[src/rtl/irqc_pkg.sv]
package irqc_pkg;
  localparam int LVL_W = 3;
  typedef logic [LVL_W-1:0] lvl_t;
  localparam lvl_t LVL_TOP = 3'd7;
endpackage

[src/rtl/irqc_pending.sv]
module irqc_pending #(
  parameter int NSRC = 8
) (
  input  logic            clk,
  input  logic            rst_n,
  input  logic [NSRC-1:0] src_event,
  input  logic [NSRC-1:0] src_en,
  input  logic [NSRC-1:0] src_ack,
  output logic [NSRC-1:0] pend
);
  logic [NSRC-1:0] pend_nx;

  for (genvar k = 0; k < NSRC; k++) begin : g_src
    always_comb begin
      if (src_ack[k] || !src_en[k])
        pend_nx[k] = 1'b0;
      else
        pend_nx[k] = pend[k] | src_event[k];
    end

    always_ff @(posedge clk or negedge rst_n) begin
      if (!rst_n) pend[k] <= 1'b0;
      else        pend[k] <= pend_nx[k];
    end

    // a flag only rises after an enabled event
    a_r1_set_cause: assert property (@(posedge clk) disable iff (!rst_n)
      $rose(pend[k]) |-> $past(src_event[k] && src_en[k]));
    // a flag persists without acknowledge and with enable
    a_r2_hold: assert property (@(posedge clk) disable iff (!rst_n)
      (pend[k] && !src_ack[k] && src_en[k]) |=> pend[k]);
  end
endmodule

[src/rtl/irqc_nmi_edge.sv]
module irqc_nmi_edge (
  input  logic clk,
  input  logic rst_n,
  input  logic nmi_in,
  input  logic nmi_taken,
  output logic nmi_pend
);
  logic nmi_q;
  logic pend_nx;
  logic edge_seen;

  always_comb begin
    edge_seen = nmi_in & ~nmi_q;
    pend_nx   = edge_seen | (nmi_pend & ~nmi_taken);
  end

  always_ff @(posedge clk or negedge rst_n) begin
    if (!rst_n) begin
      nmi_q    <= 1'b0;
      nmi_pend <= 1'b0;
    end else begin
      nmi_q    <= nmi_in;
      nmi_pend <= pend_nx;
    end
  end

  // flag held until taken
  a_r6_nmi_hold: assert property (@(posedge clk) disable iff (!rst_n)
    (nmi_pend && !nmi_taken) |=> nmi_pend);
endmodule

[src/rtl/irqc_arbiter.sv]
module irqc_arbiter
  import irqc_pkg::*;
#(
  parameter int NSRC = 8,
  localparam int IDX_W = (NSRC > 1) ? $clog2(NSRC) : 1
) (
  input  logic [NSRC-1:0]       pend,
  input  logic [LVL_W*NSRC-1:0] prio,
  output logic                  found,
  output logic [IDX_W-1:0]      win_idx,
  output lvl_t                  win_lvl
);
  always_comb begin
    found   = 1'b0;
    win_idx = '0;
    win_lvl = '0;
    // descending scan, >= lets lower index take equal-level ties
    for (int k = NSRC - 1; k >= 0; k--) begin
      if (pend[k] && (!found || prio[LVL_W*k +: LVL_W] >= win_lvl)) begin
        found   = 1'b1;
        win_idx = IDX_W'(k);
        win_lvl = prio[LVL_W*k +: LVL_W];
      end
    end
  end
endmodule

[src/rtl/prio_irq_ctrl.sv]
module prio_irq_ctrl
  import irqc_pkg::*;
#(
  parameter int NSRC     = 8,
  parameter int VEC_W    = 8,
  parameter int VEC_BASE = 16,
  parameter int NMI_VEC  = 8
) (
  input  logic                  clk,
  input  logic                  rst_n,
  input  logic [NSRC-1:0]       src_event,
  input  logic [NSRC-1:0]       src_en,
  input  logic [NSRC-1:0]       src_ack,
  input  logic [LVL_W*NSRC-1:0] src_prio,
  input  logic                  nmi_in,
  input  logic [LVL_W-1:0]      mask_lvl,
  input  logic                  insn_done,
  output logic                  accept,
  output logic                  acc_nmi,
  output logic [VEC_W-1:0]      acc_vec,
  output logic [LVL_W-1:0]      new_mask,
  output logic                  trace_clr
);
  localparam int IDX_W = (NSRC > 1) ? $clog2(NSRC) : 1;
  localparam logic [VEC_W-1:0] BASE_V = VEC_W'(VEC_BASE);
  localparam logic [VEC_W-1:0] NMI_V  = VEC_W'(NMI_VEC);

  logic [NSRC-1:0]  pend;
  logic             nmi_pend;
  logic             found;
  logic [IDX_W-1:0] win_idx;
  lvl_t             win_lvl;

  logic             take;
  logic             take_nmi;
  logic             acc_nx;
  logic             nmi_nx;
  logic [VEC_W-1:0] vec_nx;
  lvl_t             mask_nx;

  irqc_pending #(.NSRC(NSRC)) u_pend (
    .clk(clk), .rst_n(rst_n), .src_event(src_event),
    .src_en(src_en), .src_ack(src_ack), .pend(pend)
  );

  irqc_nmi_edge u_nmi (
    .clk(clk), .rst_n(rst_n), .nmi_in(nmi_in),
    .nmi_taken(take_nmi), .nmi_pend(nmi_pend)
  );

  irqc_arbiter #(.NSRC(NSRC)) u_arb (
    .pend(pend), .prio(src_prio), .found(found),
    .win_idx(win_idx), .win_lvl(win_lvl)
  );

  always_comb begin
    take     = insn_done && !accept && (nmi_pend || (found && win_lvl > mask_lvl));
    take_nmi = take && nmi_pend;
    acc_nx   = take;
    nmi_nx   = take_nmi;
    vec_nx   = '0;
    mask_nx  = '0;
    if (take_nmi) begin
      vec_nx  = NMI_V;
      mask_nx = LVL_TOP;
    end else if (take) begin
      vec_nx  = BASE_V + VEC_W'(win_idx);
      mask_nx = win_lvl;
    end
  end

  always_ff @(posedge clk or negedge rst_n) begin
    if (!rst_n) begin
      accept    <= 1'b0;
      acc_nmi   <= 1'b0;
      acc_vec   <= '0;
      new_mask  <= '0;
      trace_clr <= 1'b0;
    end else begin
      accept    <= acc_nx;
      acc_nmi   <= nmi_nx;
      acc_vec   <= vec_nx;
      new_mask  <= mask_nx;
      trace_clr <= acc_nx;
    end
  end

  // acceptance only follows a boundary strobe
  a_r7_boundary: assert property (@(posedge clk) disable iff (!rst_n)
    accept |-> $past(insn_done));
  // never back to back
  a_r7_single: assert property (@(posedge clk) disable iff (!rst_n)
    accept |=> !accept);
  // maskable acceptance strictly above the old mask
  a_r5_strict: assert property (@(posedge clk) disable iff (!rst_n)
    (accept && !acc_nmi) |-> (new_mask > $past(mask_lvl)));
  // non-maskable forces top level
  a_r8_nmi_top: assert property (@(posedge clk) disable iff (!rst_n)
    (accept && acc_nmi) |-> (new_mask == LVL_TOP && acc_vec == NMI_V));
  // trace pulse coincides with acceptance
  a_r9_trace: assert property (@(posedge clk) disable iff (!rst_n)
    trace_clr == accept);
endmodule

[config.mk]
export PLATFORM = sky130hd
export DESIGN_NAME = prio_irq_ctrl
export DESIGN_NICKNAME = d
export VERILOG_FILES = /design/src/rtl/irqc_pkg.sv /design/src/rtl/irqc_pending.sv /design/src/rtl/irqc_nmi_edge.sv /design/src/rtl/irqc_arbiter.sv /design/src/rtl/prio_irq_ctrl.sv
export SDC_FILE = /design/constraint.sdc
export NUM_CORES = 1
export LEC_CHECK = 0
export ABC_AREA = 1
export ABC_CLOCK_PERIOD_IN_PS = 10800
export BUFFER_PORTS_ARGS = -buffer_cell sky130_fd_sc_hd__buf_2
export CORE_UTILIZATION = 49
export DETAILED_ROUTE_END_ITERATION = 6
export MAX_ROUTING_LAYER = met4
export PLACE_DENSITY = 0.86
export SKIP_CTS_REPAIR_TIMING = 1
export SLEW_MARGIN = 20
export SYNTH_ARGS = -nofsm -noshare
export SYNTH_HDL_FRONTEND = slang
export SYNTH_HIERARCHICAL = 1
export SYNTH_SLANG_ARGS = --single-unit
[constraint.sdc]
create_clock -name clk -period 10.8 [get_ports clk]
set_clock_uncertainty 0.2 [all_clocks]
set_input_delay 1.62 -clock clk [delete_from_list [all_inputs] [get_ports clk]]
set_output_delay 1.62 -clock clk [all_outputs]
set_load 0.02 [all_outputs]
==> results of run 1 <==
-- worst min-delay path by stage --
stage,startpoint,end,slack (ns),depth (start not counted)
6_report,u_nmi/nmi_q,u_nmi/nmi_pend,0.28,3
2_1_floorplan,u_nmi/nmi_q,u_nmi/nmi_pend,0.25,3
3_5_place_dp,u_nmi/nmi_q,u_nmi/nmi_pend,0.27,3
4_1_cts,u_nmi/nmi_q,u_nmi/nmi_pend,0.29,3
3_3_place_gp,u_nmi/nmi_q,u_nmi/nmi_pend,0.26,3
5_1_grt,u_nmi/nmi_q,u_nmi/nmi_pend,0.33,3
-- per-stage QoR --
stage / util / setup WS (ns) / cells / total power, mW / instance area, µm²
floorplan: - / 1.72 / 262 / 0.165 / 1790
global placement: 0.626 / 0.979 / 368 / 0.192 / 2140
detailed placement: 0.626 / 0.770 / 368 / 0.195 / 2140
CTS: 0.634 / 1.08 / 372 / 0.229 / 2160
global route: 0.634 / 0.0712 / 372 / 0.250 / 2160
finish: 0.634 / 1.03 / 372 / 0.227 / 2160
-- sequential cells by signal (all words and copies together) (netlist names) --
signal / count
u_nmi/nmi_q: 1
acc_vec: 5
u_pend/pend: 8
trace_clr: 1
u_nmi/nmi_pend: 1
new_mask: 3
-- worst reg2reg max path, delay by kind of cell, from the launching register on --
family,cells,cell delay (ns)
adders and majority gates,8,2.40
and+or+nand+nor,32,3.58
AOI/OAI and AO/OA,11,1.63
DFF,1,0.48
buffers and inverters,4,0.53
-- layout make-up --
type                       count  area share
clock buffer                   4      0.0121
inverter                      49      0.0861
multi-input combinational    189       0.505
sequential                    19       0.220
tap                           46      0.0266
timing repair buffer          65       0.150
-- report_power, final --
part	total [mW]	internal, mW	switching (mW)
Clock	0.0338	0.0143	0.0195
Sequential	0.0844	0.0796	0.00480
Combinational	0.109	0.0435	0.0654
Total	0.227	0.137	0.0896
-- logic make-up (layout without fill, tap and decap cells) --
family	count (synthesis)	after routing	share of synthesized area
other cells	1	3	0.00210
buf+inv	54	118	0.125
simple gates	144	144	0.374
fa+ha+maj	24	24	0.168
compound gates	18	18	0.0645
flops	19	19	0.266
-- metal layers --
metal  up-vias  global-route usage  wire (µm)
met5         -                   -          0
met4         0              0.0436          8
met3         2             0.00919        174
met2        62               0.357       1710
met1       774               0.257       1710
li1        961                   -          -
-- cells in the final DEF, fill, tap and decap left out --
cell,count
o311ai_0,1
nor3_1,1
o2111ai_1,3
nor2_4,1
nand3_2,1
inv_2,1
clkbuf_4,3
nand2_4,1
conb_1,3
nand3b_1,1
nor2_1,20
nand2_2,3
nand3_1,36
inv_1,45
nand4_1,2
or2_4,2
clkbuf_1,1
a21oi_1,10
nand2_1,63
or2_1,2
ha_1,24
nor2_2,2
dfrtp_1,19
clkinv_2,2
and2_1,9
clkinv_1,1
buf_2,65
o21ai_1,1
o21ai_0,2
o2111ai_2,1
==> summary.md, run 1 <==
| Metric | Value |
|---|---|
| Clock Path Buffers | 2 |
| CP endpoint | acc_vec[2] |
| Final setup fails | 0 |
| Ys Warns | 6 |
| Number of diodes | 0 |
| Global-route wire length before repair | 6.37 mm |
| Multi-input gate area | 0.00109 mm² |
| F_max | approximately 100 MHz |
| CTS tree | built |
| Core area | 0.00342 mm² |
| Number of enable flip-flop cells after synthesis | 0 |
| Layout cells sized above 1 | 0.252 |
| CP most frequent cell | nand2_1 |
| Worst-path clk slew | around 0.10 ns |
| Vias per cell | a little under 5 |
| Worst skew pair latency | roughly 0.28 ns |
| Final Hold Fails | 0 |
| Slowest-stage cell, CP | ha_1 |
| Initial antenna violation count | 0 |
| Async SR Flop Fraction | 1.00 |
| Cell Rows | 21 |
| Gate Count Post-Synth | 260 |
| Die ar. | slightly below 0.004 mm² |
| Crit path kind | in -> reg |
| Period minus WS final | slightly below 10 ns |
| Synth area leaders | dfrtp_1 (27%), ha_1 (17%), nand2_1 (13%) |
| HPWL after DPL | about 3.2 mm |
| PD cells | between 100 and 150 mW/mm² |
| Number of global-route vias before repair | roughly 1700 |
| Worst R2R Path Depth | 55 |
| Initial Util | 0.523 |
| DRC Markers | 0 |
| Worst path required time | ~11 ns |
| CP Capture Type | flip-flop |
| Largest net degree at the start of global routing | 20 |
| Setup TNS | 0 ns |
| Most frequent cell after synthesis | nand2_1 |
| Detail Route Antenna Nets | 0 |
| Final worst-path cycle share | 0.905 |
| Wire per inst | around 9.7 µm |
| Nets@finish | between 400 and 500 |
| DRT Pass-1 Iters | 4 |
| Peak supply drop | 0.0806 mV |
| Via count | around 1800 |
| Synth Flop Type | dfrtp_1 |
| Worst Hold Class | reg -> reg |
| Tot GR Track Use | 0.202 |
| Crit. Startpoint | src_prio[23] |
| Slew Viols, Final | 0 |
| Chip width | between 60 and 70 µm |
| Root buf cell | clkbuf_4 |
| Num ports | about 70 |
| DRC marker count from the first detailed-route iteration | 55 |
| Critical Path AT | between 9 and 10 ns |
| # port buffers | 65 |
| Area growth, synth to finish | 21.2% |
| RD Place Congestion | between 0.8 and 0.9 |
| Synth top area share | 0.266 |
| Post-synth top cells | nand2_1 (63), inv_1 (45), nand3_1 (36), ha_1 (24), nor2_1 (20) |
| Cell taking the most area after synthesis | dfrtp_1 |
| Flop and latch count out of synthesis | 19 |
| Worst r2r src | u_pend/pend[7] |
| Syn_area_per_cell | 6.87 µm² |
| Reg-to-Reg End | acc_vec[2] |
| CP Max Fanout | 9 |
| Worst path bufs/invs | 5 |
| Max-Cap Viols | 0 |
| Register area share after synthesis | 0.266 |
| Clock buffer count from CTS | 3 |
| R2R Setup Slk | ~1.9 ns |
| Status | complete, no violations |
| Final wirelength | 3.60 mm |
| Clk sinks | 19 |
| Worst Setup Start Kind | primary input |
| Min Hold Slack | approximately 0.28 ns |
| RSZ-0062 raised after global routing | false |
| Levels on crit path | 56 |
| Cell leakage power | roughly 1.3 nW |
| Register area | 475 µm² |
| Slowest stage delay, CP | roughly 0.32 ns |
| Post-Synthesis Cell Area | between 0.0015 and 0.002 mm² |
| Netlist cell types | 28 |
| Die H | roughly 62 µm |
| GR Overflow Total | 0 |
| Cell family with most CP delay | simple AND/OR/NAND/NOR gates |
| Fillers | roughly 320 |
| H-tree Lvls | 1 |
No activity file was read; power rests on OpenSTA's default activity.
==> run 2: changes to the inputs <==
--- a/config.mk
+++ b/config.mk
@@ -7,9 +7,8 @@
 export LEC_CHECK = 0
-export ABC_AREA = 1
 export ABC_CLOCK_PERIOD_IN_PS = 10800
 export BUFFER_PORTS_ARGS = -buffer_cell sky130_fd_sc_hd__buf_2
-export CORE_UTILIZATION = 49
+export CORE_UTILIZATION = 50
 export DETAILED_ROUTE_END_ITERATION = 6
 export MAX_ROUTING_LAYER = met4
-export PLACE_DENSITY = 0.86
+export PLACE_DENSITY = 0.87
 export SKIP_CTS_REPAIR_TIMING = 1
==> constraint.sdc (replaced) <==
create_clock -name clk -period 10.8 [get_ports clk]
set_clock_uncertainty 0.2 [all_clocks]
set_input_delay 2.16 -clock clk [delete_from_list [all_inputs] [get_ports clk]]
set_output_delay 2.16 -clock clk [all_outputs]
set_load 0.02 [all_outputs]
==> run 2 against run 1 <==
The flow now finishes with violations (negative setup slack); final cell count decreased by 1.9%; first-iteration DRC count increased by 24%; critical path depth decreased by 10; critical path type unchanged; largest cell class unchanged; non-clock buffer count increased by 45; maximum frequency decreased by 13%; synthesized area increased by 6.2%; worst setup slack got worse by 1.4 ns; wire length increased by 67%; critical endpoint unchanged; die area increased by 4.0%.
==> summary.md, run 2 <==
| Metric | Value |
|---|---|
| Most flops, register | u_pend/pend (unchanged) |
| Levels on crit path | 46 (was 56) |
| Clock buffer count from CTS | 3 (unchanged) |
| Register area share after synthesis | 0.251 (was 0.266) |
| Part of the power in registers | 0.273 (was 0.372) |
| Finished Core Util | 0.851 (was 0.634) |
| H-tree Lvls | 1 (unchanged) |
| Critical Path AT | 11.15 ns (was 9.80 ns) |
| Post-Synth Adder-Cell Area | 0.158 (was 0.168) |
| Largest regs | u_pend/pend: 8 flops, acc_vec: 5 flops, new_mask: 3 flops (unchanged) |
| Most common cell after layout, fill and taps aside | buf_2 (unchanged) |
| Most frequent cells in the layout | buf_2 (63), buf_4 (44), dfrtp_1 (19), inv_1 (18), nor2_1 (15) (was buf_2 (65), nand2_1 (63), inv_1 (45), nand3_1 (36), ha_1 (24)) |
| DRC Markers | 0 (unchanged) |
| Final setup fails | 8 (was 0) |
| Tot GR Track Use | 0.282 (was 0.202) |
| Final Worst Setup Slack | -0.380 ns (was 1.03 ns) |
| Worst path bufs/invs | 4 (was 5) |
| Cell leakage power | 1.47 nW (was 1.35 nW) |
| Number of global-route vias before repair | 1970 (was 1653) |
| Max-Cap Viols | 0 (unchanged) |
| Slew Viols, Final | 0 (unchanged) |
| Synth Flop Type | dfrtp_1 (unchanged) |
| Failing checks | negative setup slack |
| Largest family of logic cells by synthesized area | simple AND/OR/NAND/NOR gates (unchanged) |
| GR Overflow Total | 0 (unchanged) |
| Crit path kind | in -> reg (unchanged) |
| Clk sinks | 19 (unchanged) |
| Clock share of power | 0.152 (was 0.149) |
| Final wirelength | 6.01 mm (was 3.60 mm) |
| Post-synth top cells | ha_1 (24), dfrtp_1 (19), inv_1 (19), nor2_1 (15), nand2_1 (13) (was nand2_1 (63), inv_1 (45), nand3_1 (36), ha_1 (24), nor2_1 (20)) |
| Die ar. | 0.00404 mm² (was 0.00389 mm²) |
| Internal power | 204 µW (was 137 µW) |
| Setup TNS | -2.58 ns (was 0 ns) |
| Number of enable flip-flop cells after synthesis | 0 (unchanged) |
| Number of diodes | 0 (unchanged) |
| Crit. Startpoint | src_prio[21] (was src_prio[23]) |
| Synth area leaders | dfrtp_1 (25%), ha_1 (16%), nor3b_2 (5.3%) (was dfrtp_1 (27%), ha_1 (17%), nand2_1 (13%)) |
| Clock Path Buffers | 2 (unchanged) |
| PD cells | 106 mW/mm² (was 105 mW/mm²) |
| Cell family with most CP delay | compound AO/OA/AOI/OAI gates (was simple AND/OR/NAND/NOR gates) |
| Pwr Total | 331 µW (was 227 µW) |
| Post-Synthesis Cell Area | 0.00190 mm² (was 0.00179 mm²) |
| Period minus WS final | 11.18 ns (was 9.77 ns) |
| Worst path required time | 10.77 ns (was 10.82 ns) |
| Chip width | 63.6 µm (was 62.4 µm) |
| DRT Pass-1 Iters | 4 (unchanged) |
| Area growth, synth to finish | 64.2% (was 21.2%) |
| Gate Count Post-Synth | 209 (was 260) |
| Status | finished, violations left (was complete, no violations) |
| Worst hold start | u_nmi/nmi_q (unchanged) |
| Root buf cell | clkbuf_8 (was clkbuf_4) |
| DRC marker count from the first detailed-route iteration | 68 (was 55) |
| Core area | 0.00366 mm² (was 0.00342 mm²) |
| Worst-path clk slew | 0.07 ns (was 0.10 ns) |
| CP Capture Type | flip-flop (unchanged) |
| Worst Hold Class | reg -> reg (unchanged) |
| Min Hold Slack | 0.266 ns (was 0.280 ns) |
| Syn_area_per_cell | 9.08 µm² (was 6.87 µm²) |
| Worst skew pair latency | 0.26 ns (was 0.28 ns) |
| # port buffers | 65 (unchanged) |
| Largest net degree at the start of global routing | 20 (unchanged) |
| Worst Setup Start Kind | primary input (unchanged) |
| Switching Share | 0.384 (was 0.395) |
| Global-route wire length before repair | 8.67 mm (was 6.37 mm) |
| Post-Synth XOR/XNOR Area | 0 (unchanged) |
| Num ports | 69 (unchanged) |
| R2R Setup Slk | 0.96 ns (was 1.90 ns) |
| Via count | 2027 (was 1799) |
| Mux cell area share after synthesis | 0.0350 (was 0) |
| Cell Rows | 22 (was 21) |
| Synth top area share | 0.251 (was 0.266) |
| Most frequent cell after synthesis | ha_1 (was nand2_1) |
| Compound-Gate Fraction of Synth Area | 0.211 (was 0.0645) |
| Final worst-path cycle share | 1.04 (was 0.905) |
| Detail Route Antenna Nets | 0 (unchanged) |
| Final Hold Fails | 0 (unchanged) |
| Slowest-stage cell, CP | a2111oi_4 (was ha_1) |
| RSZ-0062 raised after global routing | true (was false) |
| CP most frequent cell | ha_4 (was nand2_1) |
| CP Max Fanout | 8 (was 9) |
| Die H | 63.6 µm (was 62.4 µm) |
| Initial Util | 0.518 (was 0.523) |
| Netlist cell types | 52 (was 28) |
| Vias per cell | 5.55 (was 4.84) |
| Flop and latch count out of synthesis | 19 (unchanged) |
| CTS tree | built (unchanged) |
| Slowest stage delay, CP | 0.39 ns (was 0.32 ns) |
| Switching power | 127 µW (was 89.6 µW) |
| CP endpoint | acc_vec[2] (unchanged) |
| RD Place Congestion | 0.880 (was 0.833) |
| Initial antenna violation count | 0 (unchanged) |
| Post-Synth Simple-Gate Area | 0.270 (was 0.374) |
| Fillers | 193 (was 322) |
| F_max | 89.4 MHz (was 102 MHz) |
| Peak supply drop | 0.140 mV (was 0.0806 mV) |
| Worst R2R Path Depth | 45 (was 55) |
| Worst r2r src | u_pend/pend[7] (unchanged) |
| Ys Warns | 6 (unchanged) |
| Nets@finish | 397 (was 406) |
| HPWL after DPL | 4.24 mm (was 3.19 mm) |
| Max reg flops | 8 (unchanged) |
| Combinational power share | 0.575 (was 0.480) |
| Cell taking the most area after synthesis | dfrtp_1 (unchanged) |
| Async SR Flop Fraction | 1.00 (unchanged) |
| Reg-to-Reg End | acc_vec[2] (unchanged) |
| Layout cells sized above 1 | 0.640 (was 0.252) |
| Wire per inst | 16.5 µm (was 9.68 µm) |
run 2: changes by cell type in the layout (fill, tap and decap cells not counted), moves of 5 or more:
cell | previous run | this run
nand2_1 | 63 | 7
buf_4 | 0 | 44
nand3_1 | 36 | 3
inv_1 | 45 | 18
ha_1 | 24 | 10
ha_4 | 0 | 12
nor3b_2 | 0 | 11
a21oi_1 | 10 | 4
and2_1 | 9 | 3
nor2_1 | 20 | 15
run 2: worst min path at each step:
stage	to	slack [ns]	depth (start not counted)
5_1_grt	u_nmi/nmi_pend	0.28	1
2_1_floorplan	u_nmi/nmi_pend	0.23	1
4_1_cts	u_nmi/nmi_pend	0.27	1
3_5_place_dp	u_nmi/nmi_pend	0.25	1
6_report	u_nmi/nmi_pend	0.27	1
3_3_place_gp	u_nmi/nmi_pend	0.23	1
run 2: cells by family after synthesis:
| kind of cell | count (synthesis) |
|---|---|
| multiplexers | 6 |
| flip-flops | 19 |
| buffers and inverters | 27 |
| AO/OA/AOI/OAI | 50 |
| AND/OR/NAND/NOR | 82 |
| other | 1 |
| adder cells (fa/ha/maj) | 24 |
run 2: worst reg2reg max path, delay by kind of cell (launching register included):
kind	cells	cell delay, ns
AOI/OAI and AO/OA	17	3.57
adders and majority gates	8	1.98
buffers and inverters	3	0.41
DFF	1	0.59
muxes	2	0.66
and+or+nand+nor	15	2.36
run 2: through the flow:
step	cells	setup slack [ns]	area (µm²)
final	365	-0.380	3110
after global routing	365	-0.677	3110
after CTS	358	-0.365	2840
after detailed placement	354	-0.617	2790
after global placement	354	-0.310	2790
after floorplan	211	-0.141	2190
run 2: cell type report:
class | instances | area, µm² | share of cell area
clock inverter | 1 | 7.51 | 0.00241
inverter | 19 | 71.3 | 0.0229
multi-input combinational | 165 | 1780 | 0.570
tap | 48 | 60.1 | 0.0193
timing repair buffer | 110 | 683 | 0.219
sequential | 19 | 475 | 0.153
clock buffer | 3 | 41.3 | 0.0133
run 2: power groups by stage:
stage	Combinational (mW)	Clock (mW)	Sequential (mW)
2_1_floorplan	0.101	0	0.0962
3_3_place_gp	0.154	0	0.0898
3_5_place_dp	0.161	0	0.0900
4_1_cts	0.162	0.0506	0.0893
5_1_grt	0.204	0.0544	0.0915
6_report	0.190	0.0501	0.0904
run 2: routing by layer:
metal	global-route usage	vias to the layer above	wire length (µm)
li1	-	970	-
met2	0.476	83	3040
met1	0.354	953	2510
met5	-	-	0
met3	0.0199	21	275
met4	0.0938	0	185
